[src/rtl/auth_mode_ctrl.sv]
module auth_mode_ctrl #(
  parameter int AW = 32,
  parameter int SW = 64
) (
  input  logic          clk,
  input  logic          rst_n,
  input  logic          desc_we_i,
  input  logic [AW-1:0] desc_base_i,
  input  logic [AW-1:0] desc_size_i,
  input  logic          sig_we_i,
  input  logic [SW-1:0] sig_data_i,
  input  logic          br_valid_i,
  output logic          br_ready_o,
  input  logic [AW-1:0] br_target_i,
  input  logic          fetch_valid_i,
  input  logic [AW-1:0] fetch_addr_i,
  input  logic          exit_we_i,
  input  logic          cmd_valid_i,
  input  logic [7:0]    cmd_op_i,
  output logic          mac_req_o,
  output logic [AW-1:0] mac_base_o,
  output logic [AW-1:0] mac_size_o,
  input  logic          mac_done_i,
  input  logic [SW-1:0] mac_result_i,
  output logic          secure_o,
  output logic          halted_o,
  output logic          auth_fail_o,
  output logic          redir_valid_o,
  output logic [AW-1:0] redir_addr_o,
  output logic [SW-1:0] saved_sig_o
);
  localparam logic [7:0] OP_SIGCLR = 8'hE0;

  typedef enum logic [1:0] {NORMAL, MAC_WAIT, SECURE, HALTED} state_t;

  state_t        state_q;
  logic [AW-1:0] base_q, size_q, tgt_q;
  logic [SW-1:0] exp_q, saved_q;
  logic          permit_q;

  logic br_in, fetch_out, br_take, permit_eff;

  assign br_in      = (br_target_i >= base_q) && ((br_target_i - base_q) < size_q);
  assign fetch_out  = fetch_valid_i &&
                      !((fetch_addr_i >= base_q) && ((fetch_addr_i - base_q) < size_q));
  assign br_ready_o = (state_q == NORMAL) || (state_q == SECURE);
  assign br_take    = br_valid_i && br_ready_o;
  assign permit_eff = permit_q || exit_we_i;

  assign mac_req_o   = (state_q == MAC_WAIT);
  assign mac_base_o  = base_q;
  assign mac_size_o  = size_q;
  assign secure_o    = (state_q == SECURE);
  assign halted_o    = (state_q == HALTED);
  assign saved_sig_o = saved_q;

  always_ff @(posedge clk) begin
    if (!rst_n) begin
      state_q       <= NORMAL;
      base_q        <= '0;
      size_q        <= '0;
      tgt_q         <= '0;
      exp_q         <= '0;
      saved_q       <= '0;
      permit_q      <= 1'b0;
      auth_fail_o   <= 1'b0;
      redir_valid_o <= 1'b0;
      redir_addr_o  <= '0;
    end else begin
      auth_fail_o   <= 1'b0;
      redir_valid_o <= 1'b0;
      case (state_q)
        NORMAL: begin
          if (br_take && br_in) begin
            tgt_q   <= br_target_i;
            state_q <= MAC_WAIT;
          end
          if (desc_we_i) begin
            base_q <= desc_base_i;
            size_q <= desc_size_i;
          end
          if (sig_we_i) exp_q <= sig_data_i;
        end
        MAC_WAIT: begin
          if (mac_done_i) begin
            redir_valid_o <= 1'b1;
            if (mac_result_i == exp_q) begin
              state_q      <= SECURE;
              redir_addr_o <= base_q;
              saved_q      <= mac_result_i;
            end else begin
              state_q      <= NORMAL;
              auth_fail_o  <= 1'b1;
              redir_addr_o <= tgt_q;
            end
          end
        end
        SECURE: begin
          if (fetch_out) begin
            if (permit_eff) begin
              state_q  <= NORMAL;
              permit_q <= 1'b0;
            end else begin
              state_q <= HALTED;
            end
          end else if (exit_we_i) begin
            permit_q <= 1'b1;
          end
        end
        default: state_q <= HALTED;
      endcase
      if (state_q != HALTED && cmd_valid_i && cmd_op_i == OP_SIGCLR)
        saved_q <= '0;
    end
  end
endmodule

[config.mk]
export PLATFORM = sky130hd
export DESIGN_NAME = auth_mode_ctrl
export DESIGN_NICKNAME = d
export VERILOG_FILES = /design/src/rtl/auth_mode_ctrl.sv
export SDC_FILE = /design/constraint.sdc
export NUM_CORES = 1
export LEC_CHECK = 0
export ABC_AREA = 0
export BUFFER_PORTS_ARGS = -buffer_cell sky130_fd_sc_hd__buf_4
export CORE_MARGIN = 8
export CORE_UTILIZATION = 28
export CTS_BUF_LIST = sky130_fd_sc_hd__clkbuf_16
export DETAILED_ROUTE_END_ITERATION = 16
export GPL_TIMING_DRIVEN = 0
export PLACE_DENSITY_LB_ADDON = 0.25
export SLEW_MARGIN = 20
export SYNTH_ARGS = -nofsm -noshare
export SYNTH_HDL_FRONTEND = slang
export SYNTH_SLANG_ARGS = --single-unit
[constraint.sdc]
create_clock -name clk -period 8.8 [get_ports clk]
set_input_delay 1.32 -clock clk [delete_from_list [all_inputs] [get_ports clk]]
set_output_delay 1.32 -clock clk [all_outputs]
set_load 0.005 [all_outputs]
# Word-level counts from Yosys, hierarchy flattened
# Cells that the tools add are included.
[op_classes]
addsub = 2
n_lt_le_gt_ge = 4
n_eq_ne = 10
mux = 12
bitwise_logic = 1
reduce_logical = 22
[ops]
columns = ["op", "n"]
rows = [
  ["$eq A64 B64 Y1", 1],
  ["$ge A32 B32 Y1", 2],
  ["$lt A32 B32 Y1", 2],
  ["$sub A32 B32 Y32", 2],
  ["$mux W32", 1],
  ["$reduce_and A3 Y1", 4],
  ["$mux W2", 5],
  ["$reduce_and A2 Y1", 5],
  ["$eq A8 B8 Y1 const B", 1],
  ["$ne A2 B1 Y1 const B", 4],
  ["$logic_and A1 B1 Y1", 7],
  ["$pmux W2 S3", 1],
  ["$mux W1", 5],
  ["$eq A2 B2 Y1 const B", 2],
  ["$eq A2 B1 Y1 const B", 1],
  ["$logic_not A2 Y1", 1],
  ["$logic_or A1 B1 Y1", 2],
  ["$ne A2 B2 Y1 const B", 1],
  ["$reduce_bool A2 Y1", 1],
  ["$reduce_or A2 Y1", 1],
  ["$logic_not A1 Y1", 1],
  ["$not A1 Y1", 1],
]
[totals]
regBits = 261
inputBits = 273
output_inout_bits = 166
elab_cells = 61

# Depth between registers and ports, before layout
[logic_depth]
ltp_word = 7
depth_mapped = 23
depth_no_buf = 22

# Worst setup path before layout
# OpenSTA, ideal clock, no wires.
[synth_path]
path_type = "input -> register"
startpoint = "in br_target_i[10]"
endpoint = "reg tgt_q[21]"
setup_time_ns = 0.128
arrival_time_ns = 5.370
slack_ns = 3.303
stages = 22
n_path_buf = 3
path_cell_list = "ha_1 -> clkbuf_1 -> a21o_1 -> a311o_1 -> a221oi_1 -> a31oi_1 -> a2111oi_0 -> nor2_1 -> a21oi_1 -> o21bai_1 -> xnor2_1 -> ha_1 -> a21oi_1 -> nor2b_1 -> o21ai_0 -> nor4bb_1 -> o21ai_0 -> nor4b_2 -> buf_4 -> buf_12 -> mux2i_1 -> nor2_1"
[synth_via]
elab_chain_len = 5
word_cells_on_any_way = 6
[synth_lines]
columns = ["element", "line", "source"]
rows = [
  ["from (decl)", "14", "input logic [AW-1:0] br_target_i,"],
  ["$sub A32 B32 Y32", "43", "assign br_in = (br_target_i >= base_q) && ((br_target_i - base_q) < size_q);"],
  ["$lt A32 B32 Y1", "43", ""],
  ["$logic_and A1 B1 Y1 *", "43", ""],
  ["$logic_and A1 B1 Y1 *", "74", "if (br_take && br_in) begin"],
  ["$reduce_and A2 Y1 (no line) *", "n/a", ""],
  ["to (signal assigned)", "75", "tgt_q <= br_target_i;"],
  ["to (decl)", "37", "logic [AW-1:0] base_q, size_q, tgt_q;"],
]
# Every way passes the cells marked *; elsewhere a longest branch is shown, timed or not.
# A chain may end at the register's enable or synchronous reset.

# Worst setup path after layout
[layout_path]
startpoint = "in br_target_i[10]"
endpoint = "reg tgt_q[22]"
# The elaborated chain is that of the path after synthesis.

==> impl_results.html <==
<table>
<tr><th>Metric</th><th>Value</th></tr>
<tr><th colspan="2">Outcome</th></tr>
<tr><td>Status</td><td>completed</td></tr>
<tr><th colspan="2">Clocking</th></tr>
<tr><td>Number of buffers added by the clock tree synthesis step</td><td>31</td></tr>
<tr><td>Buffer levels on the longest clock path</td><td>3</td></tr>
<tr><td>Number of buffers added to fix hold violations after cts</td><td>0</td></tr>
<tr><td>Total of cells resized after clock tree synthesis</td><td>0</td></tr>
<tr><td>Clock latency reported for the late side of the worst-skew pair</td><td>590 ps</td></tr>
<tr><td>Buffers inserted during post-CTS setup optimization</td><td>0</td></tr>
<tr><td>Reg clk slew, reported paths</td><td>60 ps</td></tr>
<tr><td>TritonCTS clock tree</td><td>done</td></tr>
<tr><td>CTS Root Buffer Type</td><td>clkbuf_16</td></tr>
<tr><td>Total number of clock tree sinks</td><td>261</td></tr>
<tr><td>H-Tree Level Count</td><td>1</td></tr>
<tr><th colspan="2">Worst setup path</th></tr>
<tr><td>Flop2flop setup slack</td><td>2860 ps</td></tr>
<tr><td>Crit path from</td><td>br_target_i[10]</td></tr>
<tr><td>Worst Path Arrival</td><td>about 6700 ps</td></tr>
<tr><td>Logic depth of the worst setup path including buffers</td><td>23</td></tr>
<tr><td>Critical path endpoint</td><td>tgt_q[22]$_SDFFE_PN0P_</td></tr>
<tr><td>Startpoint types</td><td>input pin</td></tr>
<tr><td>Cell with the biggest individual delay on the critical path</td><td>a2111oi_0</td></tr>
<tr><td>Startpoint of the lowest-slack register-to-register path</td><td>mac_base_o[10]$_SDFFE_PN0P_</td></tr>
<tr><td>Crit-path leading delay family</td><td>compound AO/OA/AOI/OAI gates</td></tr>
<tr><td>CP cell instances</td><td>buf_4, ha_1, clkbuf_1, a21o_1, a311o_1, a221oi_1, a31oi_1, a2111oi_0, nor2_1, a21oi_1, o21bai_1, xnor2_1, ha_1, a21oi_1, nor2b_1, o21ai_0, nor4bb_1, o21ai_0, nor4b_2, buf_4, buf_12, mux2i_1, nor2_1</td></tr>
<tr><td>Capturing element type of the critical path</td><td>flop</td></tr>
<tr><td>Critical-path maximum fanout</td><td>10</td></tr>
<tr><td>Capturing point of the worst reg2reg path</td><td>tgt_q[22]$_SDFFE_PN0P_</td></tr>
<tr><td>Classification of the worst setup path</td><td>input pin to flop</td></tr>
<tr><td>Worst Reg-to-Reg Cells</td><td>23</td></tr>
<tr><td>CP Data Required Time</td><td>9250 ps</td></tr>
<tr><td>Worst stage delay on the critical path</td><td>700 ps</td></tr>
<tr><td>Worst path buffer plus inverter count</td><td>4</td></tr>
<tr><th colspan="2">Timing</th></tr>
<tr><td>Setup TNS</td><td>0 ps</td></tr>
<tr><td>Relative max-transition margin</td><td>40.1%</td></tr>
<tr><td>FMAX</td><td>approximately 160 MHz</td></tr>
<tr><td># setup viols final</td><td>0</td></tr>
<tr><td>Final count of hold timing violations</td><td>0</td></tr>
<tr><td>Number of slew-limit violations in the final report</td><td>0</td></tr>
<tr><td>Worst clock skew</td><td>between 10 and 15 ps</td></tr>
<tr><td>Worst slack on hold paths</td><td>456 ps</td></tr>
<tr><td>Slew at the pin with the worst max-slew slack</td><td>885 ps</td></tr>
<tr><td>Final clock period utilization by the worst path</td><td>70.5%</td></tr>
<tr><td>Setup repair after global routing missed its margin</td><td>false</td></tr>
<tr><td>Final worst path period need</td><td>6200 ps</td></tr>
<tr><th colspan="2">Power and ir drop</th></tr>
<tr><td>Net Sw Frac</td><td>31.9%</td></tr>
<tr><td>Int Pwr</td><td>around 0.0025 W</td></tr>
<tr><td>Switching power</td><td>~0.0012 W</td></tr>
<tr><td>Seq pwr share</td><td>35.8%</td></tr>
<tr><td>Maximum vdd drop</td><td>0.150 mV</td></tr>
<tr><td>Power share of the combinational group</td><td>28.2%</td></tr>
<tr><td>Lkg Pwr</td><td>8.48 nW</td></tr>
<tr><td>Power after layout</td><td>0.00367 W</td></tr>
<tr><td>Clock share of power</td><td>between 30% and 40%</td></tr>
<tr><td>Power density cells</td><td>183 nW/um^2</td></tr>
<tr><th colspan="2">Floorplan</th></tr>
<tr><td>Die ar.</td><td>between 60000 and 70000 sq um</td></tr>
<tr><td>Core Region</td><td>52400 sq um</td></tr>
<tr><td>Number of top-level pins</td><td>439</td></tr>
<tr><td>Rows</td><td>84</td></tr>
<tr><td>Starting utilization of the core area</td><td>28.2%</td></tr>
<tr><td>Floorplan die height</td><td>246 um</td></tr>
<tr><td>Width of the die</td><td>246 um</td></tr>
<tr><th colspan="2">Yosys</th></tr>
<tr><td>Synthesized net count</td><td>2263</td></tr>
<tr><td>Number of flip-flops and latches in the synthesized netlist</td><td>around 260</td></tr>
<tr><td>Post-synth EDFFs</td><td>0</td></tr>
<tr><td>Share of the yosys chip area belonging to registers</td><td>35.3%</td></tr>
<tr><td>Proportion of synthesized flip-flops having asynchronous set or reset</td><td>0%</td></tr>
<tr><td>Gate count of the mapped netlist</td><td>1862</td></tr>
<tr><td>Cell taking the most area after synthesis</td><td>dfxtp_1</td></tr>
<tr><td>Area fraction of the dominant cell type after synthesis</td><td>about a third</td></tr>
<tr><td>Mean post-synth cell area</td><td>7.94 sq um</td></tr>
<tr><td>Most frequent cell after synthesis</td><td>nand2_1</td></tr>
<tr><td>Most instantiated cells after synthesis</td><td>nand2_1, a21oi_1, dfxtp_1</td></tr>
<tr><td>Total of warnings raised by yosys</td><td>0</td></tr>
<tr><td>Mapped cell area</td><td>14800 sq um</td></tr>
<tr><td>Most frequently used flop master after synthesis</td><td>dfxtp_1</td></tr>
<tr><td>Cell types with the largest area share after synthesis</td><td>dfxtp_1, ha_1, nand2_1</td></tr>
<tr><td>Cell variety after synth</td><td>66</td></tr>
<tr><th colspan="2">Worst hold path</th></tr>
<tr><td>Hold/Removal Path Class</td><td>flop to flop</td></tr>
<tr><th colspan="2">Placement</th></tr>
<tr><td>Number of buffers inserted by port buffering</td><td>438</td></tr>
<tr><td>Gpl congestion</td><td>0.921</td></tr>
<tr><td>Sum of net half-perimeters after detailed placement</td><td>~53 mm</td></tr>
<tr><td>Placed cell areas</td><td>19000 sq um</td></tr>
<tr><th colspan="2">Drt</th></tr>
<tr><td>DRC viols</td><td>0</td></tr>
<tr><td>Total length of routed wires</td><td>62.7 mm</td></tr>
<tr><td>Detailed-route via count</td><td>14700</td></tr>
<tr><td>Number of nets with antenna violations after routing</td><td>0</td></tr>
<tr><td>Routed len/inst</td><td>20.6 um</td></tr>
<tr><td>Routed via count divided by cell count</td><td>4.82</td></tr>
<tr><td>Number of iterations in the first detailed-routing pass</td><td>4</td></tr>
<tr><td>1st-iter DRT viols</td><td>~660</td></tr>
<tr><th colspan="2">Global route</th></tr>
<tr><td>Total congestion overflow</td><td>0</td></tr>
<tr><td>GRT Overall Usage</td><td>19.7%</td></tr>
<tr><td>Antenna violations before repair</td><td>5</td></tr>
<tr><td>Wire length of the first global-routing pass</td><td>92.1 mm</td></tr>
<tr><td>Via count of the first global-routing pass</td><td>15300</td></tr>
<tr><td>Maximum number of pins on one net before global-route repair</td><td>16</td></tr>
<tr><th colspan="2">Run</th></tr>
<tr><td>Reported max-cap violation count</td><td>0</td></tr>
<tr><th colspan="2">Layout</th></tr>
<tr><td>Fraction of layout cells with a size suffix above 1</td><td>between 20% and 30%</td></tr>
<tr><td>Area added between synthesis and finish</td><td>35.3%</td></tr>
<tr><td>Filler Cell Count</td><td>5564</td></tr>
<tr><td>Final layout net count</td><td>roughly 2700</td></tr>
<tr><td>Post-layout instance area</td><td>20000 sq um</td></tr>
<tr><td>Core occupancy in the finished layout</td><td>38.1%</td></tr>
<tr><td>Footprint of the multi-input gates</td><td>8830 sq um</td></tr>
<tr><td>Sequential cell area</td><td>5230 sq um</td></tr>
</table>
==> final cells by class <==
class                   instances  area share (%)
diodes                          2          0.0250
plain buffers                  92            2.05
clock buffers                  31            3.88
clock inverters                26            1.28
inverters                      88            1.65
multi-input cells            1421            44.2
flip-flops and latches        261            26.1
well taps                     688            4.30
repair buffers                441            16.5
==> metal layers <==
layer  wire length (um)  vias to the layer above  part of all wire (%)  GRT usage [%]
met5                 44                        -                 0.070              0
met4               1620                        6                   2.6           5.54
met3               4340                       87                   6.9           4.64
met2              30900                      430                    49           36.0
met1              25800                     6803                    41           22.6
li1                   -                     7360                     -              -
==> worst register-to-register path, delay by kind of cell (launching register included) <==
family / cells / cell delay (ps)
flip-flops: 1 / 450
AO/OA/AOI/OAI: 10 / 2730
AND/OR/NAND/NOR: 5 / 880
buffers and inverters: 4 / 790
XOR/XNOR: 1 / 190
adder cells (fa/ha/maj): 2 / 570
multiplexers: 1 / 200
==> cells in the final DEF (no fill, tap or decap), types with 8 or more instances in the layout <==
cell type,n
nand2_1,420
inv_1,90
nor2b_1,12
o21ai_0,37
clkbuf_16,31
a21oi_1,263
dfxtp_1,261
ha_1,126
a211oi_1,43
mux2i_1,64
nand3_1,15
nand2b_1,10
a31oi_1,11
clkbuf_1,76
clkinv_1,10
nor4_1,20
and4_1,8
xor2_1,81
o21a_1,8
a21o_1,56
nor2_1,106
buf_4,439
nand4_1,21
nor3_1,8
xnor2_1,36
buf_2,11
==> kinds of logic (layout without fill, tap and decap cells) <==
| logic type | count (synthesis) | in the layout | share of synthesized area, % |
|---|---|---|---|
| other | 0 | 2 | 0 |
| multiplexers | 65 | 65 | 4.41 |
| buffers and inverters | 180 | 678 | 5.00 |
| AND/OR/NAND/NOR | 637 | 637 | 18.2 |
| adder cells (fa/ha/maj) | 128 | 128 | 10.9 |
| AO/OA/AOI/OAI | 474 | 474 | 19.3 |
| flip-flops | 261 | 261 | 35.3 |
| XOR/XNOR | 117 | 117 | 6.93 |
==> sequential cells by signal, indices dropped and copies added, names as in the netlist <==
name           cells
redir_valid_o      1
state_q            2
mac_size_o        32
permit_q           1
tgt_q             32
saved_sig_o       64
exp_q             64
auth_fail_o        1
redir_addr_o      32
mac_base_o        32
==> worst min path at each step <==
stage,from,to,slack [ps],depth (start not counted)
after detailed placement,saved_sig_o[46]$_SDFFE_PP0P_,saved_sig_o[46]$_SDFFE_PP0P_,450,2
after floorplan,exp_q[0]$_SDFFE_PN0P_,exp_q[0]$_SDFFE_PN0P_,450,2
after CTS,saved_sig_o[46]$_SDFFE_PP0P_,saved_sig_o[46]$_SDFFE_PP0P_,460,2
after global placement,saved_sig_o[61]$_SDFFE_PP0P_,saved_sig_o[61]$_SDFFE_PP0P_,440,2
final,saved_sig_o[33]$_SDFFE_PP0P_,saved_sig_o[33]$_SDFFE_PP0P_,460,2
after global routing,saved_sig_o[61]$_SDFFE_PP0P_,saved_sig_o[61]$_SDFFE_PP0P_,470,2
==> power groups by stage <==
| stage | Clock, W | Combinational [W] | Sequential (W) |
|---|---|---|---|
| 6_report | 0.00132 | 0.00103 | 0.00131 |
| 2_1_floorplan | 0 | 0.000639 | 0.00132 |
| 3_5_place_dp | 0 | 0.00104 | 0.00134 |
| 5_1_grt | 0.00140 | 0.00116 | 0.00132 |
| 3_3_place_gp | 0 | 0.00102 | 0.00134 |
| 4_1_cts | 0.00136 | 0.00104 | 0.00131 |
==> per-stage QoR <==
stage               cells  setup WS, ps
floorplan            1862          3300
global placement     2988          2240
detailed placement   2991          2120
CTS                  3048          2760
global route         3049          2290
finish               3050          2600
Power figures use the tool's default switching activity.
